### src/rtl/nand_seq_pkg.sv
package nand_seq_pkg;

  typedef enum logic [1:0] {
    KIND_CMD   = 2'd0,
    KIND_ADDR  = 2'd1,
    KIND_DATA  = 2'd2,
    KIND_DATA2 = 2'd3
  } req_kind_e;

  typedef enum logic [2:0] {
    PH_IDLE   = 3'd0,
    PH_SETUP  = 3'd1,
    PH_STROBE = 3'd2,
    PH_HOLD   = 3'd3,
    PH_GAP    = 3'd4,
    PH_DONE   = 3'd5
  } phase_e;

endpackage

### src/rtl/nand_seq_rst_sync.sv
module nand_seq_rst_sync #(
  parameter int STAGES = 2
) (
  input  logic clk,
  input  logic rst_n,
  output logic rst_sync_n
);

  logic [STAGES-1:0] sync_q;

  always_ff @(posedge clk or negedge rst_n) begin
    if (!rst_n) begin
      sync_q <= '0;
    end else begin
      sync_q <= {sync_q[STAGES-2:0], 1'b1};
    end
  end

  assign rst_sync_n = sync_q[STAGES-1];

endmodule

### src/rtl/nand_seq_timing.sv
module nand_seq_timing #(
  parameter int SCY_W = 4,
  parameter int CNT_W = 10
) (
  input  logic             relaxed,
  input  logic             hold_ext,
  input  logic             setup_ext,
  input  logic [SCY_W-1:0] wait_cnt,
  output logic [CNT_W-1:0] setup_len,
  output logic [CNT_W-1:0] strobe_len,
  output logic [CNT_W-1:0] hold_len,
  output logic [CNT_W-1:0] gap_len
);

  // Quarter-clock constants, fractional values rounded to quarters.
  localparam logic [CNT_W-1:0] N_SETUP_S = CNT_W'(1);
  localparam logic [CNT_W-1:0] N_SETUP_L = CNT_W'(2);
  localparam logic [CNT_W-1:0] N_HOLD_S  = CNT_W'(2);
  localparam logic [CNT_W-1:0] N_HOLD_L  = CNT_W'(4);
  localparam logic [CNT_W-1:0] R_SETUP_S = CNT_W'(0);
  localparam logic [CNT_W-1:0] R_SETUP_L = CNT_W'(4);
  localparam logic [CNT_W-1:0] R_HOLD_S  = CNT_W'(4);
  localparam logic [CNT_W-1:0] R_HOLD_L  = CNT_W'(6);
  localparam logic [CNT_W-1:0] N_BASE    = CNT_W'(8);
  localparam logic [CNT_W-1:0] R_BASE    = CNT_W'(12);
  localparam logic [CNT_W-1:0] GAP_BIAS  = CNT_W'(2);

  logic [CNT_W-1:0] wait_w;
  logic [CNT_W-1:0] cycle_len;

  always_comb begin
    wait_w = CNT_W'(wait_cnt);
    if (relaxed) begin
      setup_len = setup_ext ? R_SETUP_L : R_SETUP_S;
      hold_len  = hold_ext  ? R_HOLD_L  : R_HOLD_S;
      cycle_len = R_BASE + (wait_w << 3);
      gap_len   = (wait_w + GAP_BIAS) << 5;
    end else begin
      setup_len = setup_ext ? N_SETUP_L : N_SETUP_S;
      hold_len  = hold_ext  ? N_HOLD_L  : N_HOLD_S;
      cycle_len = N_BASE + (wait_w << 2);
      gap_len   = (wait_w + GAP_BIAS) << 4;
    end
    strobe_len = cycle_len - setup_len - hold_len;
  end

endmodule

### src/rtl/nand_seq_phase.sv
module nand_seq_phase
  import nand_seq_pkg::*;
#(
  parameter int CNT_W = 10
) (
  input  logic             clk,
  input  logic             rst_n,
  input  logic             start,
  input  logic [CNT_W-1:0] setup_len,
  input  logic [CNT_W-1:0] strobe_len,
  input  logic [CNT_W-1:0] hold_len,
  input  logic [CNT_W-1:0] gap_len,
  input  logic             gap_en,
  output phase_e           phase
);

  localparam logic [CNT_W-1:0] ONE = CNT_W'(1);

  phase_e           phase_q, phase_d;
  logic [CNT_W-1:0] cnt_q, cnt_d;
  logic [CNT_W-1:0] strobe_q, hold_q, gap_q;
  logic             gap_en_q;

  // Next-state logic
  always_comb begin
    phase_d = phase_q;
    cnt_d   = cnt_q;
    unique case (phase_q)
      PH_IDLE, PH_DONE: begin
        if (start) begin
          if (setup_len != '0) begin
            phase_d = PH_SETUP;
            cnt_d   = setup_len - ONE;
          end else begin
            phase_d = PH_STROBE;
            cnt_d   = strobe_len - ONE;
          end
        end else begin
          phase_d = PH_IDLE;
        end
      end
      PH_SETUP: begin
        if (cnt_q == '0) begin
          phase_d = PH_STROBE;
          cnt_d   = strobe_q - ONE;
        end else begin
          cnt_d = cnt_q - ONE;
        end
      end
      PH_STROBE: begin
        if (cnt_q == '0) begin
          phase_d = PH_HOLD;
          cnt_d   = hold_q - ONE;
        end else begin
          cnt_d = cnt_q - ONE;
        end
      end
      PH_HOLD: begin
        if (cnt_q == '0) begin
          if (gap_en_q) begin
            phase_d = PH_GAP;
            cnt_d   = gap_q - ONE;
          end else begin
            phase_d = PH_DONE;
          end
        end else begin
          cnt_d = cnt_q - ONE;
        end
      end
      PH_GAP: begin
        if (cnt_q == '0) begin
          phase_d = PH_DONE;
        end else begin
          cnt_d = cnt_q - ONE;
        end
      end
      default: begin
        phase_d = PH_IDLE;
      end
    endcase
  end

  // State registers
  always_ff @(posedge clk or negedge rst_n) begin
    if (!rst_n) begin
      phase_q <= PH_IDLE;
      cnt_q   <= '0;
    end else begin
      phase_q <= phase_d;
      cnt_q   <= cnt_d;
    end
  end

  // Timing captured once per accepted request
  always_ff @(posedge clk or negedge rst_n) begin
    if (!rst_n) begin
      strobe_q <= '0;
      hold_q   <= '0;
      gap_q    <= '0;
      gap_en_q <= 1'b0;
    end else if (start) begin
      strobe_q <= strobe_len;
      hold_q   <= hold_len;
      gap_q    <= gap_len;
      gap_en_q <= gap_en;
    end
  end

  assign phase = phase_q;

endmodule

### src/rtl/nand_cmd_seq.sv
module nand_cmd_seq
  import nand_seq_pkg::*;
#(
  parameter int BUS_W = 8,
  parameter int SCY_W = 4
) (
  input  logic             clk,
  input  logic             rst_n,
  input  logic             req_valid,
  input  logic [1:0]       req_kind,
  input  logic [BUS_W-1:0] req_byte,
  input  logic             req_last_addr,
  input  logic             cfg_relaxed,
  input  logic             cfg_hold_ext,
  input  logic             cfg_setup_ext,
  input  logic [SCY_W-1:0] cfg_wait,
  output logic             nand_cle,
  output logic             nand_ale,
  output logic             nand_we_n,
  output logic [BUS_W-1:0] nand_io_out,
  output logic             nand_io_oe,
  output logic             busy,
  output logic             done
);

  // Longest count: relaxed gap 32*(2^SCY_W+1) quarter clocks.
  localparam int MAX_CNT = 32 * ((1 << SCY_W) + 1);
  localparam int CNT_W   = $clog2(MAX_CNT + 1);

  logic             rst_sync_n;
  phase_e           phase;
  logic             in_cycle;
  logic             start;
  logic             gap_en;
  logic [CNT_W-1:0] setup_len, strobe_len, hold_len, gap_len;
  req_kind_e        kind_q;
  logic [BUS_W-1:0] byte_q;

  assign in_cycle = (phase == PH_SETUP) || (phase == PH_STROBE) || (phase == PH_HOLD);
  assign busy     = in_cycle || (phase == PH_GAP);
  assign start    = req_valid && !busy;
  assign gap_en   = (req_kind_e'(req_kind) == KIND_ADDR) && req_last_addr;

  nand_seq_rst_sync #(.STAGES(2)) u_rst_sync (
    .clk        (clk),
    .rst_n      (rst_n),
    .rst_sync_n (rst_sync_n)
  );

  nand_seq_timing #(.SCY_W(SCY_W), .CNT_W(CNT_W)) u_timing (
    .relaxed    (cfg_relaxed),
    .hold_ext   (cfg_hold_ext),
    .setup_ext  (cfg_setup_ext),
    .wait_cnt   (cfg_wait),
    .setup_len  (setup_len),
    .strobe_len (strobe_len),
    .hold_len   (hold_len),
    .gap_len    (gap_len)
  );

  nand_seq_phase #(.CNT_W(CNT_W)) u_phase (
    .clk        (clk),
    .rst_n      (rst_sync_n),
    .start      (start),
    .setup_len  (setup_len),
    .strobe_len (strobe_len),
    .hold_len   (hold_len),
    .gap_len    (gap_len),
    .gap_en     (gap_en),
    .phase      (phase)
  );

  // Request capture, enabled by acceptance only
  always_ff @(posedge clk or negedge rst_sync_n) begin
    if (!rst_sync_n) begin
      kind_q <= KIND_DATA;
      byte_q <= '0;
    end else if (start) begin
      kind_q <= req_kind_e'(req_kind);
      byte_q <= req_byte;
    end
  end

  // Pin decode from registered phase and captured request
  always_comb begin
    nand_cle    = in_cycle && (kind_q == KIND_CMD);
    nand_ale    = in_cycle && (kind_q == KIND_ADDR);
    nand_we_n   = (phase != PH_STROBE);
    nand_io_oe  = in_cycle;
    nand_io_out = in_cycle ? byte_q : '0;
    done        = (phase == PH_DONE);
  end

endmodule

### config.mk
export PLATFORM = sky130hd
export DESIGN_NAME = nand_cmd_seq
export DESIGN_NICKNAME = d
export VERILOG_FILES = /design/src/rtl/nand_seq_pkg.sv /design/src/rtl/nand_seq_rst_sync.sv /design/src/rtl/nand_seq_timing.sv /design/src/rtl/nand_seq_phase.sv /design/src/rtl/nand_cmd_seq.sv
export SDC_FILE = /design/constraint.sdc
export NUM_CORES = 1
export LEC_CHECK = 0
export ABC_CLOCK_PERIOD_IN_PS = 2490
export BUFFER_PORTS_ARGS = -buffer_cell sky130_fd_sc_hd__buf_4
export CORE_MARGIN = 3
export CORE_UTILIZATION = 30
export DETAILED_ROUTE_END_ITERATION = 10
export HOLD_SLACK_MARGIN = 0.15
export PLACE_DENSITY = 0.53
export SKIP_CTS_REPAIR_TIMING = 1
export SLEW_MARGIN = 25
export SYNTH_ARGS = -nofsm -noshare
export SYNTH_HDL_FRONTEND = slang
export SYNTH_HIERARCHICAL = 1
export SYNTH_SLANG_ARGS = --single-unit
### constraint.sdc
create_clock -name clk -period 2.49 [get_ports clk]
set_input_delay 0.498 -clock clk [delete_from_list [all_inputs] [get_ports clk]]
set_output_delay 0.498 -clock clk [all_outputs]
set_load 0.005 [all_outputs]
**Yosys cells after proc, flatten, opt, wreduce, memory -nomap -nowiden**

Cells that the tools add are included.

- Output and inout bits: 14
- Register bits: 56
- Input port bits: 21
- Logic and storage cells: 76

- Reductions and logical operators: 16
- Eq/ne operators: 15
- Multiplexer cells: 25
- $add $sub $neg: 11

Operators by type and width:

| kind | number |
|---|---|
| two-way mux 10 bit | 11 |
| subtractor 10 x 1 -> 10 bit, second input constant | 6 |
| one-hot mux 10 bit (5 select lines) | 1 |
| subtractor 10 bit | 2 |
| two-way mux 3 bit | 6 |
| one-hot mux 3 bit (5 select lines) | 1 |
| logical NOT 10 bit | 1 |
| nonzero test 10 bit | 1 |
| adder 4 x 7 -> 8 bit, first input constant | 1 |
| two-way mux 2 bit | 4 |
| two-way mux 8 bit | 1 |
| inequality test 2 x 1 -> 1 bit, second input constant | 4 |
| AND reduction 4 bit | 2 |
| adder 4 x 6 -> 7 bit, first input constant | 1 |
| == test 3 x 2 -> 1 bit, second input constant | 2 |
| == test 3 bit, second input constant | 2 |
| inequality test 3 x 2 -> 1 bit, second input constant | 2 |
| adder 4 x 2 -> 5 bit, second input constant | 1 |
| nonzero test 5 bit | 1 |
| == test 2 x 1 -> 1 bit, second input constant | 2 |
| logical AND 1 bit | 4 |
| inequality test 2 bit, second input constant | 2 |
| == test 3 x 1 -> 1 bit, second input constant | 1 |
| logical NOT 3 bit | 1 |
| 5 further kinds | 7 |

**Logic depth before layout (Yosys ltp)**

Gate-level depths: netlist of the first run.

- Depth in word-level cells: 8
- Gate-level depth with buffers: 20
- Gate-level depth less buffers: 18

**Modules after synthesis**

The synthesis of the first run kept the hierarchy.

Modules (own cells, without submodules):

| module | area an instance (sq um) | cells each | seq. area each (sq um) | times used |
|---|---|---|---|---|
| nand_seq_phase | 3270.6 | 370 | 1101.1 | 1 |
| nand_seq_timing | 658.1 | 86 | 0.0 | 1 |
| nand_cmd_seq | 559.3 | 44 | 251.5 | 1 |
| nand_seq_rst_sync | 53.8 | 3 | 50.0 | 1 |

**Least setup slack after synthesis of the first run**

OpenSTA, ideal clock, no wires.

- Kind: in2reg
- Start: input port cfg_relaxed
- End: register u_phase.cnt_q[9]
- Library setup time: 0.138 ns
- Arrival time: 4.130 ns
- Data required time: 2.352 ns
- Cell stages on the path: 19
- Setup slack: -1.778 ns
- Buffers on the path: 2
- Cell sequence: buf_6 > buf_2 > inv_1 > ha_1 > inv_1 > ha_1 > inv_1 > ha_1 > inv_1 > fa_1 > nor2b_1 > nor3b_4 > xnor2_1 > or4_1 > nand2b_1 > a2111oi_0 > xnor2_1 > a21oi_1 > o221ai_1

- Elaborated cells between the ends (all ways): 11
- Classes of those cells: add/sub: 4; mux: 6; reduce/logical: 1

RTL lines:

| item | RTL line | text |
|---|---|---|
| start, declared | nand_cmd_seq.sv:13 | `input logic cfg_relaxed,` |
| two-way mux 10 bit | nand_seq_timing.sv:33 | `if (relaxed) begin` |
| net hold_len[1] | nand_cmd_seq.sv:35 | `logic [CNT_W-1:0] setup_len, strobe_len, hold_len, gap_len;` |
| subtractor 10 bit | nand_seq_timing.sv:44 | `strobe_len = cycle_len - setup_len - hold_len;` |
| net strobe_len[5] | nand_cmd_seq.sv:35 |  |
| subtractor 10 x 1 -> 10 bit | nand_seq_phase.sv:36 | `cnt_d = strobe_len - ONE;` |
| two-way mux 10 bit | nand_seq_phase.sv:31 | `if (setup_len != '0) begin` |
| two-way mux 10 bit | nand_seq_phase.sv:30 | `if (start) begin` |
| one-hot mux 10 bit (5 select lines) | nand_seq_phase.sv:28 | `unique case (phase_q)` |
| end signal, assigned | nand_seq_phase.sv:90 | `cnt_q <= cnt_d;` |
| end, declared | nand_seq_phase.sv:20 | `logic [CNT_W-1:0] cnt_q, cnt_d;` |

The timed path passes the listed nets, and every way through them passes these cells. The select of a mux whose other input is x is not followed.
A chain may end at the register's enable or synchronous reset.

**Worst setup path in the final report of the first run**

- Start: input port cfg_relaxed
- End: register u_phase.cnt_q[8]

- Longest elaborated chain between the ends: 7
- Elaborated cells between the ends (all ways): 11
- Classes of those cells: add/sub: 4; mux: 6; reduce/logical: 1

Ends and longest elaborated chain:

| item | RTL line |
|---|---|
| two-way mux 10 bit | nand_seq_timing.sv:33 |
| subtractor 10 bit | nand_seq_timing.sv:44 |
| subtractor 10 bit (*) | nand_seq_timing.sv:44 |
| net strobe_len[4] | nand_cmd_seq.sv:35 |
| subtractor 10 x 1 -> 10 bit (*) | nand_seq_phase.sv:36 |
| two-way mux 10 bit (*) | nand_seq_phase.sv:31 |
| two-way mux 10 bit (*) | nand_seq_phase.sv:30 |
| one-hot mux 10 bit (5 select lines) (*) | nand_seq_phase.sv:28 |

Mark *: on every way through the listed nets, which the timed path passes. The rest lies on a longest branch. The select of a mux whose other input is x is not followed.

==> results of run 1 <==
-- worst max-delay path: stages --
cell and delay [ns]:
buf_8 0.10, inv_6 0.03, ha_4 0.16, xnor2_2 0.13
ha_1 0.31, ha_1 0.29, a21o_1 0.19, a21oi_4 0.19
xnor2_2 0.10, or4_4 0.56, or2_4 0.30, o21ai_2 0.15
a211oi_1 0.09, a2111o_1 0.37, a21oi_2 0.12
-- cell usage in the layout (no fill, tap or decap), types with 4 or more instances in the layout --
master	count
inv_2	4
nand3_1	4
o31ai_1	6
mux2_4	12
clkbuf_16	5
or4_1	6
or3_1	6
or3_4	4
buf_4	107
and2_1	12
o22ai_1	6
nor2b_1	6
xor2_1	12
a211oi_1	4
dfrtp_1	54
nor2_1	31
mux2_2	24
nor3_1	9
conb_1	20
mux2i_1	7
nor3b_1	5
ha_4	4
o21ai_0	21
xnor2_1	19
nand2b_1	7
ha_1	8
inv_1	16
a31oi_1	4
nor4_1	8
a21oi_1	22
nand2_1	39
-- registers in the layout (all words and copies together), names as in the netlist --
signal / count
byte_q: 8
kind_q: 2
u_phase/cnt_q: 10
u_phase/gap_en_q: 1
u_phase/gap_q: 10
u_phase/hold_q: 10
u_phase/phase: 3
u_phase/strobe_q: 10
u_rst_sync/sync_q: 2
-- per-layer routing --
layer | vias up | track usage [%] | routed length (µm)
met5 | - | 0 | 0
met4 | 0 | 2.718 | 130
met1 | 1950 | 20.74 | 5681
li1 | 1945 | - | -
met2 | 62 | 25.30 | 6040
met3 | 15 | 1.731 | 324
-- cell type report --
| type | count | area, µm² |
|---|---|---|
| Clock buffer | 5 | 125.1 |
| Clock inverter | 3 | 28.78 |
| Fill cell | 1447 | 8860 |
| Inverter | 22 | 90.09 |
| Multi-Input combinational cell | 394 | 3090 |
| Sequential cell | 56 | 1404 |
| Tap cell | 184 | 230.2 |
| Timing Repair Buffer | 112 | 870.8 |
-- report_power, final --
part           switching [mW]  internal (mW)  leakage [nW]
combinational           0.342          0.373          1.78
clock                   0.359          0.389        0.0767
sequential             0.0588          0.958         0.675
-- worst paths after layout --
check / end / slack (ns)
max: u_phase/cnt_q[8] / -0.85
min reg2reg: kind_q[0] / 0.28
max in group asynchronous: u_phase/hold_q[0] / 1.64
max reg2reg: u_phase/cnt_q[7] / -0.01
min in group clk: u_rst_sync/sync_q[1] / 0.35
min: kind_q[0] / 0.28
-- per-stage QoR --
step                      hold slack (ns)  setup TNS, ns
after CTS                        -0.04036         -5.138
final                              0.2839         -5.002
after global routing               0.3553         -5.845
after global placement             0.2803         -8.136
after detailed placement           0.2822         -8.733
after floorplan                    0.2024         -7.165
-- cell families (layout without fill, tap and decap cells) --
family / after synthesis / count (layout)
buffers and inverters: 71 / 142
other: 2 / 20
adders and majority gates: 14 / 14
and+or+nand+nor: 167 / 167
DFF: 56 / 56
muxes: 44 / 44
xor gates and xnor gates: 36 / 36
AOI/OAI and AO/OA: 113 / 113
==> Implementation_results.wiki, run 1 <==
{| class="wikitable"
! Metric !! Value
|-
| Run status || complete, but fails checks
|-
| Violations in the final reports || setup timing
|-
| Post-synthesis share of cell area spent on full adders, half adders and majority gates || about 4.0%
|-
| Fmax || about 300 MHz
|-
| Final Instance Area || approximately 0.0058 mm²
|-
| Power density cells || ~420 mW/mm²
|-
| CTS Buf Count || 5
|-
| Max_cap viols || 0
|-
| CTS sink count || 56
|-
| Area Overhead vs Synth || 28.57%
|-
| Synthesized-area fraction occupied by ao, oa, aoi and oai cells || 16.89%
|-
| Number of DRC markers in iteration 0 || approximately 150
|-
| Final critical-path share of the clock period || 134.1%
|-
| Number of ports placed on the die boundary || 35
|-
| Final critical path time including I/O delays and setup || 3.338 ns
|-
| Gpl congestion || approximately 0.90
|-
| Number of global-route vias before repair || between 3000 and 4000
|-
| Gate count of the mapped netlist || a little over 500
|-
| CP startpoint kind || primary input
|-
| Maximum vdd ir drop || roughly 0.26 mV
|-
| Post-synthesis area per instance || 9.030 µm²
|-
| Post-synthesis xor/xnor area fraction || under 10%
|-
| Core occupancy in the finished layout || around 40%
|-
| Number of failing hold endpoints at the final stage || 0
|-
| Number of buffer cells added on primary ports || 34
|-
| Clock tree skew after final layout || 0.006614 ns
|-
| Final slew viol count || 0
|-
| Vias || between 3000 and 4000
|-
| Arrival time reported for the critical path endpoint || approximately 3.6 ns
|-
| Final setup viols || 9
|-
| Startpoint of the worst-slack reg-to-reg timing path || u_phase/cnt_q[0]
|-
| Ant diodes || 0
|-
| TritonCTS clock tree || done
|-
| Maximum number of pins on one net before global-route repair || 31
|-
| Worst R2R Path Depth || 7
|-
| Core Footprint || 0.01470 mm²
|-
| Netlist area before placement || roughly 0.0045 mm²
|-
| Global route overflow || 0
|-
| Clock insertion delay at the later pin of the skew report || about 0.30 ns
|-
| Area share of the leading cell type in the synthesized netlist || a little under a third
|-
| Worst-path maximum fanout || 5
|-
| Cell with the most instances after synthesis || dfrtp_1
|-
| Standby leakage power || 2.531 nW
|-
| Share of the yosys chip area belonging to registers || between 30% and 40%
|-
| Area of the die || ~0.017 mm²
|-
| Buffer depth of the longest clock path || 2
|-
| Setup WS pre-CTS || -1.186 ns
|-
| Synth async-reset ratio || 100.0%
|-
| Post-synthesis share of cell area spent on and, or, nand and nor gates || 20.55%
|-
| Transition time at the pin with the least slew margin || ~0.61 ns
|-
| Wire length of the first global-routing pass || about 20000 µm
|-
| Detailed-route vias per instance || 5.119
|-
| Kind of end point of the critical path || register
|-
| Die outline width || about 130 µm
|-
| Antenna Nets Post-Route || 0
|-
| Total Routed Length || roughly 12000 µm
|-
| #FFs+latches synth || 56
|-
| Worst setup path start || cfg_relaxed
|-
| Final critical-path setup slack || -0.8483 ns
|-
| Yosys cell types || just over 70
|-
| Number of levels the H-tree was split into || 2
|-
| Most frequent cells after synthesis || dfrtp_1 (55), nand2_1 (39), nor2_1 (31)
|-
| Die height || 129.0 µm
|-
| Post-DP HPWL || 9521 µm
|-
| Count of warnings emitted by yosys || 6
|-
| Setup repair after global routing missed its margin || true
|-
| Share of cell area taken by muxes after synthesis || a little under an eighth
|-
| PnR Total Power || approximately 2.5 mW
|-
| Required arrival time at the worst endpoint || ~2.7 ns
|-
| Fraction of final layout cells sized beyond drive strength 1 || between 30% and 40%
|-
| Max_slew headroom || between 50% and 60%
|-
| Starting density of the core || 30.90%
|-
| Number of enable-type register cells in the synthesized netlist || 0
|-
| Most instantiated flip-flop cell in the synthesis netlist || dfrtp_1
|-
| Detail-routed net length per standard cell || 15.69 µm
|-
| Final routed DRC violation total || 0
|-
| Placed instance count || 761
|-
| Global router's overall resource usage || ~15%
|-
| Clk root buf || clkbuf_16
|-
| Largest area contributor in the synthesized netlist || dfrtp_1
|-
| Row count || 44
|-
| Dominant combinational cell family by area after synthesis || simple AND/OR/NAND/NOR gates
|-
| Final net count || ~630
|-
| DRT Pass-1 Iters || 4
|-
| Path class of the lowest-slack min-delay path || reg -> async
|-
| Clock Pin Slew Worst Setup and Hold Paths || 0.08 ns
|-
| Biggest area contributors in the synthesized netlist || dfrtp_1 (30%), mux2_2 (6.7%), xnor2_1 (4.0%)
|-
| Final instance count without filler cells || about 780
|-
| Initial antenna violation count || 0
|-
| Total placed instance area || between 0.005 and 0.006 mm²
|-
| Critical path type || in -> reg
|}
No activity file was read; power rests on OpenSTA's default activity.
==> inputs of run 2 (changes only) <==
Settings changed: RECOVER_POWER set to 50.
==> Implementation_results.wiki, run 2 (same netlist as run 1, synthesis figures left out) <==
{| class="wikitable"
! Metric !! Value
|-
| Hold-critical path depth || 0
|-
| Startpoint of the worst-slack reg-to-reg timing path || u_phase/cnt_q[0] (unchanged)
|-
| Fmax || 299.5 MHz (was 299.6 MHz)
|-
| Final critical-path share of the clock period || 134.1% (about the same)
|-
| Largest delay contributor family on the critical path || compound AO/OA/AOI/OAI gates (unchanged)
|-
| PnR Total Power || 2.474 mW (was 2.479 mW)
|-
| CP max stage cell || or4_4 (unchanged)
|-
| Power density cells || 425.1 mW/mm² (was 424.5 mW/mm²)
|-
| Total Routed Length || 12150 µm (was 12180 µm)
|-
| Power share of the combinational group || 28.7% (was 28.8%)
|-
| Area of the die || 0.01665 mm² (unchanged)
|-
| Initial antenna violation count || 0 (unchanged)
|-
| Starting density of the core || 30.90% (unchanged)
|-
| Violations in the final reports || setup timing (unchanged)
|-
| Antenna Nets Post-Route || 0 (unchanged)
|-
| Post-DP HPWL || 9521 µm (unchanged)
|-
| Core occupancy in the finished layout || 39.59% (was 39.73%)
|-
| CTS sink count || 56 (unchanged)
|-
| Maximum vdd ir drop || 0.2542 mV (was 0.2551 mV)
|-
| Clk root buf || clkbuf_16 (unchanged)
|-
| Max_cap viols || 0 (unchanged)
|-
| Clock tree skew after final layout || 0.006284 ns (was 0.006614 ns)
|-
| Fraction of final layout cells sized beyond drive strength 1 || 36.15% (was 36.49%)
|-
| Final slew viol count || 0 (unchanged)
|-
| CP startpoint kind || primary input (unchanged)
|-
| Source of the worst hold timing path || u_rst_sync/sync_q[0]
|-
| Number of ports placed on the die boundary || 35 (unchanged)
|-
| Final critical-path setup slack || -0.8487 ns (was -0.8483 ns)
|-
| Wire length of the first global-routing pass || 20110 µm (unchanged)
|-
| Area Overhead vs Synth || 28.13% (was 28.57%)
|-
| Worst hold path endpoint || u_rst_sync/sync_q[1]
|-
| Die height || 129.0 µm (unchanged)
|-
| Transition time at the pin with the least slew margin || 1.068 ns (was 0.6145 ns)
|-
| Most common cell after layout, fill and taps aside || buf_4 (unchanged)
|-
| Worst hold-check slack || 0.3541 ns (was 0.2839 ns)
|-
| Ant diodes || 0 (unchanged)
|-
| Final critical path time including I/O delays and setup || 3.339 ns (was 3.338 ns)
|-
| Worst-path maximum fanout || 5 (unchanged)
|-
| Vias || 3965 (was 3972)
|-
| Global router's overall resource usage || 14.91% (unchanged)
|-
| Path class of the lowest-slack min-delay path || reg -> reg (was reg -> async)
|-
| Clock Pin Slew Worst Setup and Hold Paths || 0.08 ns (about the same)
|-
| Number of failing hold endpoints at the final stage || 0 (unchanged)
|-
| Final net count || 626 (unchanged)
|-
| TritonCTS clock tree || done (unchanged)
|-
| Switching share of power || 30.62% (was 30.63%)
|-
| Final setup viols || 9 (unchanged)
|-
| Detailed-route vias per instance || 5.110 (was 5.119)
|-
| Run status || complete, but fails checks (unchanged)
|-
| Worst R2R Path Depth || 7 (unchanged)
|-
| Number of DRC markers in iteration 0 || 149 (was 147)
|-
| Standby leakage power || 2.523 nW (was 2.531 nW)
|-
| Max_slew headroom || 28.82% (was 59.04%)
|-
| Number of levels the H-tree was split into || 2 (unchanged)
|-
| Setup repair after global routing missed its margin || true (unchanged)
|-
| Global route overflow || 0 (unchanged)
|-
| Final routed DRC violation total || 0 (unchanged)
|-
| Net load switching power || 0.7574 mW (was 0.7594 mW)
|-
| CTS Buf Count || 5 (unchanged)
|-
| Row count || 44 (unchanged)
|-
| Number of global-route vias before repair || 3964 (unchanged)
|-
| Clock insertion delay at the later pin of the skew report || 0.30 ns (about the same)
|-
| Die outline width || 129.0 µm (unchanged)
|-
| Most used cells in the layout excluding fill and tap cells || buf_4 (106), dfrtp_1 (55), nand2_1 (39), nor2_1 (31), mux2_2 (24) (was buf_4 (107), dfrtp_1 (54), nand2_1 (39), nor2_1 (31), mux2_2 (24))
|-
| FILL cells || 1448 (was 1447)
|-
| Destination of the worst register-to-register timing path || u_phase/cnt_q[7] (unchanged)
|-
| Cell-internal power || 1.716 mW (was 1.720 mW)
|-
| Kind of end point of the critical path || register (unchanged)
|-
| DRT Pass-1 Iters || 4 (unchanged)
|-
| Sum of buffers and inverters on the critical path || 2 (unchanged)
|-
| FF-to-FF setup slack || -0.01 ns (about the same)
|-
| Sequential Power Share || 41.1% (was 41.0%)
|-
| Core Footprint || 0.01470 mm² (unchanged)
|-
| Clock group share of total power || 30.2% (was 30.1%)
|-
| Sequence of cells on the critical path || buf_8 > inv_6 > ha_4 > xnor2_2 > ha_1 > ha_1 > a21o_1 > a21oi_4 > xnor2_2 > or4_4 > or2_4 > o21ai_2 > a211oi_1 > a2111o_1 > a21oi_2 (unchanged)
|-
| Number of buffer cells added on primary ports || 34 (unchanged)
|-
| Maximum number of pins on one net before global-route repair || 31 (unchanged)
|-
| Required arrival time at the worst endpoint || 2.72 ns (about the same)
|-
| Gpl congestion || 0.8999 (unchanged)
|-
| Detail-routed net length per standard cell || 15.65 µm (was 15.69 µm)
|-
| Arrival time reported for the critical path endpoint || 3.57 ns (about the same)
|-
| Critical path type || in -> reg (unchanged)
|-
| Largest stage delay on the critical path || 0.56 ns (about the same)
|-
| Buffer depth of the longest clock path || 2 (unchanged)
|}
run 2: cell count changes in the layout (fill, tap and decap cells not counted):
cell,delta
buf_12,-1
clkbuf_1,+1
clkbuf_2,+1
buf_4,-1
dfrtp_1,+1
dfrtp_2,-1
run 2: worst max-delay path by stage:
stage                 start          endpoint  slack, ns  cells after the start
6_report        cfg_relaxed  u_phase/cnt_q[8]      -0.85                     15
5_1_grt         cfg_relaxed  u_phase/cnt_q[8]      -0.93                     15
4_1_cts         cfg_relaxed  u_phase/cnt_q[9]      -0.87                     15
3_5_place_dp    cfg_relaxed  u_phase/cnt_q[9]      -1.19                     15
3_3_place_gp   cfg_hold_ext  u_phase/cnt_q[9]      -1.11                     18
2_1_floorplan   cfg_relaxed  u_phase/cnt_q[8]      -1.10                     19
run 2: power by group through the flow:
stage	clock, mW	combinational, mW	sequential [mW]
2_1_floorplan	0	0.419	1.02
3_3_place_gp	0	0.647	1.03
3_5_place_dp	0	0.653	1.04
4_1_cts	0.779	0.656	1.02
5_1_grt	0.809	0.775	1.03
6_report	0.746	0.710	1.02
run 2: cell type report:
cell class	instances	area [µm²]	share of cell area, %
repair buffers	112	852.1	14.64
flip-flops and latches	56	1403	24.10
inverters	22	90.09	1.548
multi-input cells	394	3090	53.11
clock buffers	5	125.1	2.150
well taps	184	230.2	3.956
clock inverters	3	28.78	0.4945
run 2: through the flow:
step,cells,setup WS [ns],TNS [ns],area [µm²]
after floorplan,521,-1.103,-7.165,4815
after global placement,761,-1.107,-8.136,5509
after detailed placement,761,-1.186,-8.733,5509
after CTS,769,-0.8670,-5.138,5663
after global routing,776,-0.9342,-5.845,5819
final,776,-0.8487,-5.002,5819
run 2: metal layers:
layer  vias up  global-route usage [%]  share of wire, %
met5         -                       0                 0
met4         0                   2.718              0.98
met3        12                   1.731               2.4
met2        49                   25.30                50
met1      1958                   20.74                47
li1       1946                       -                 -
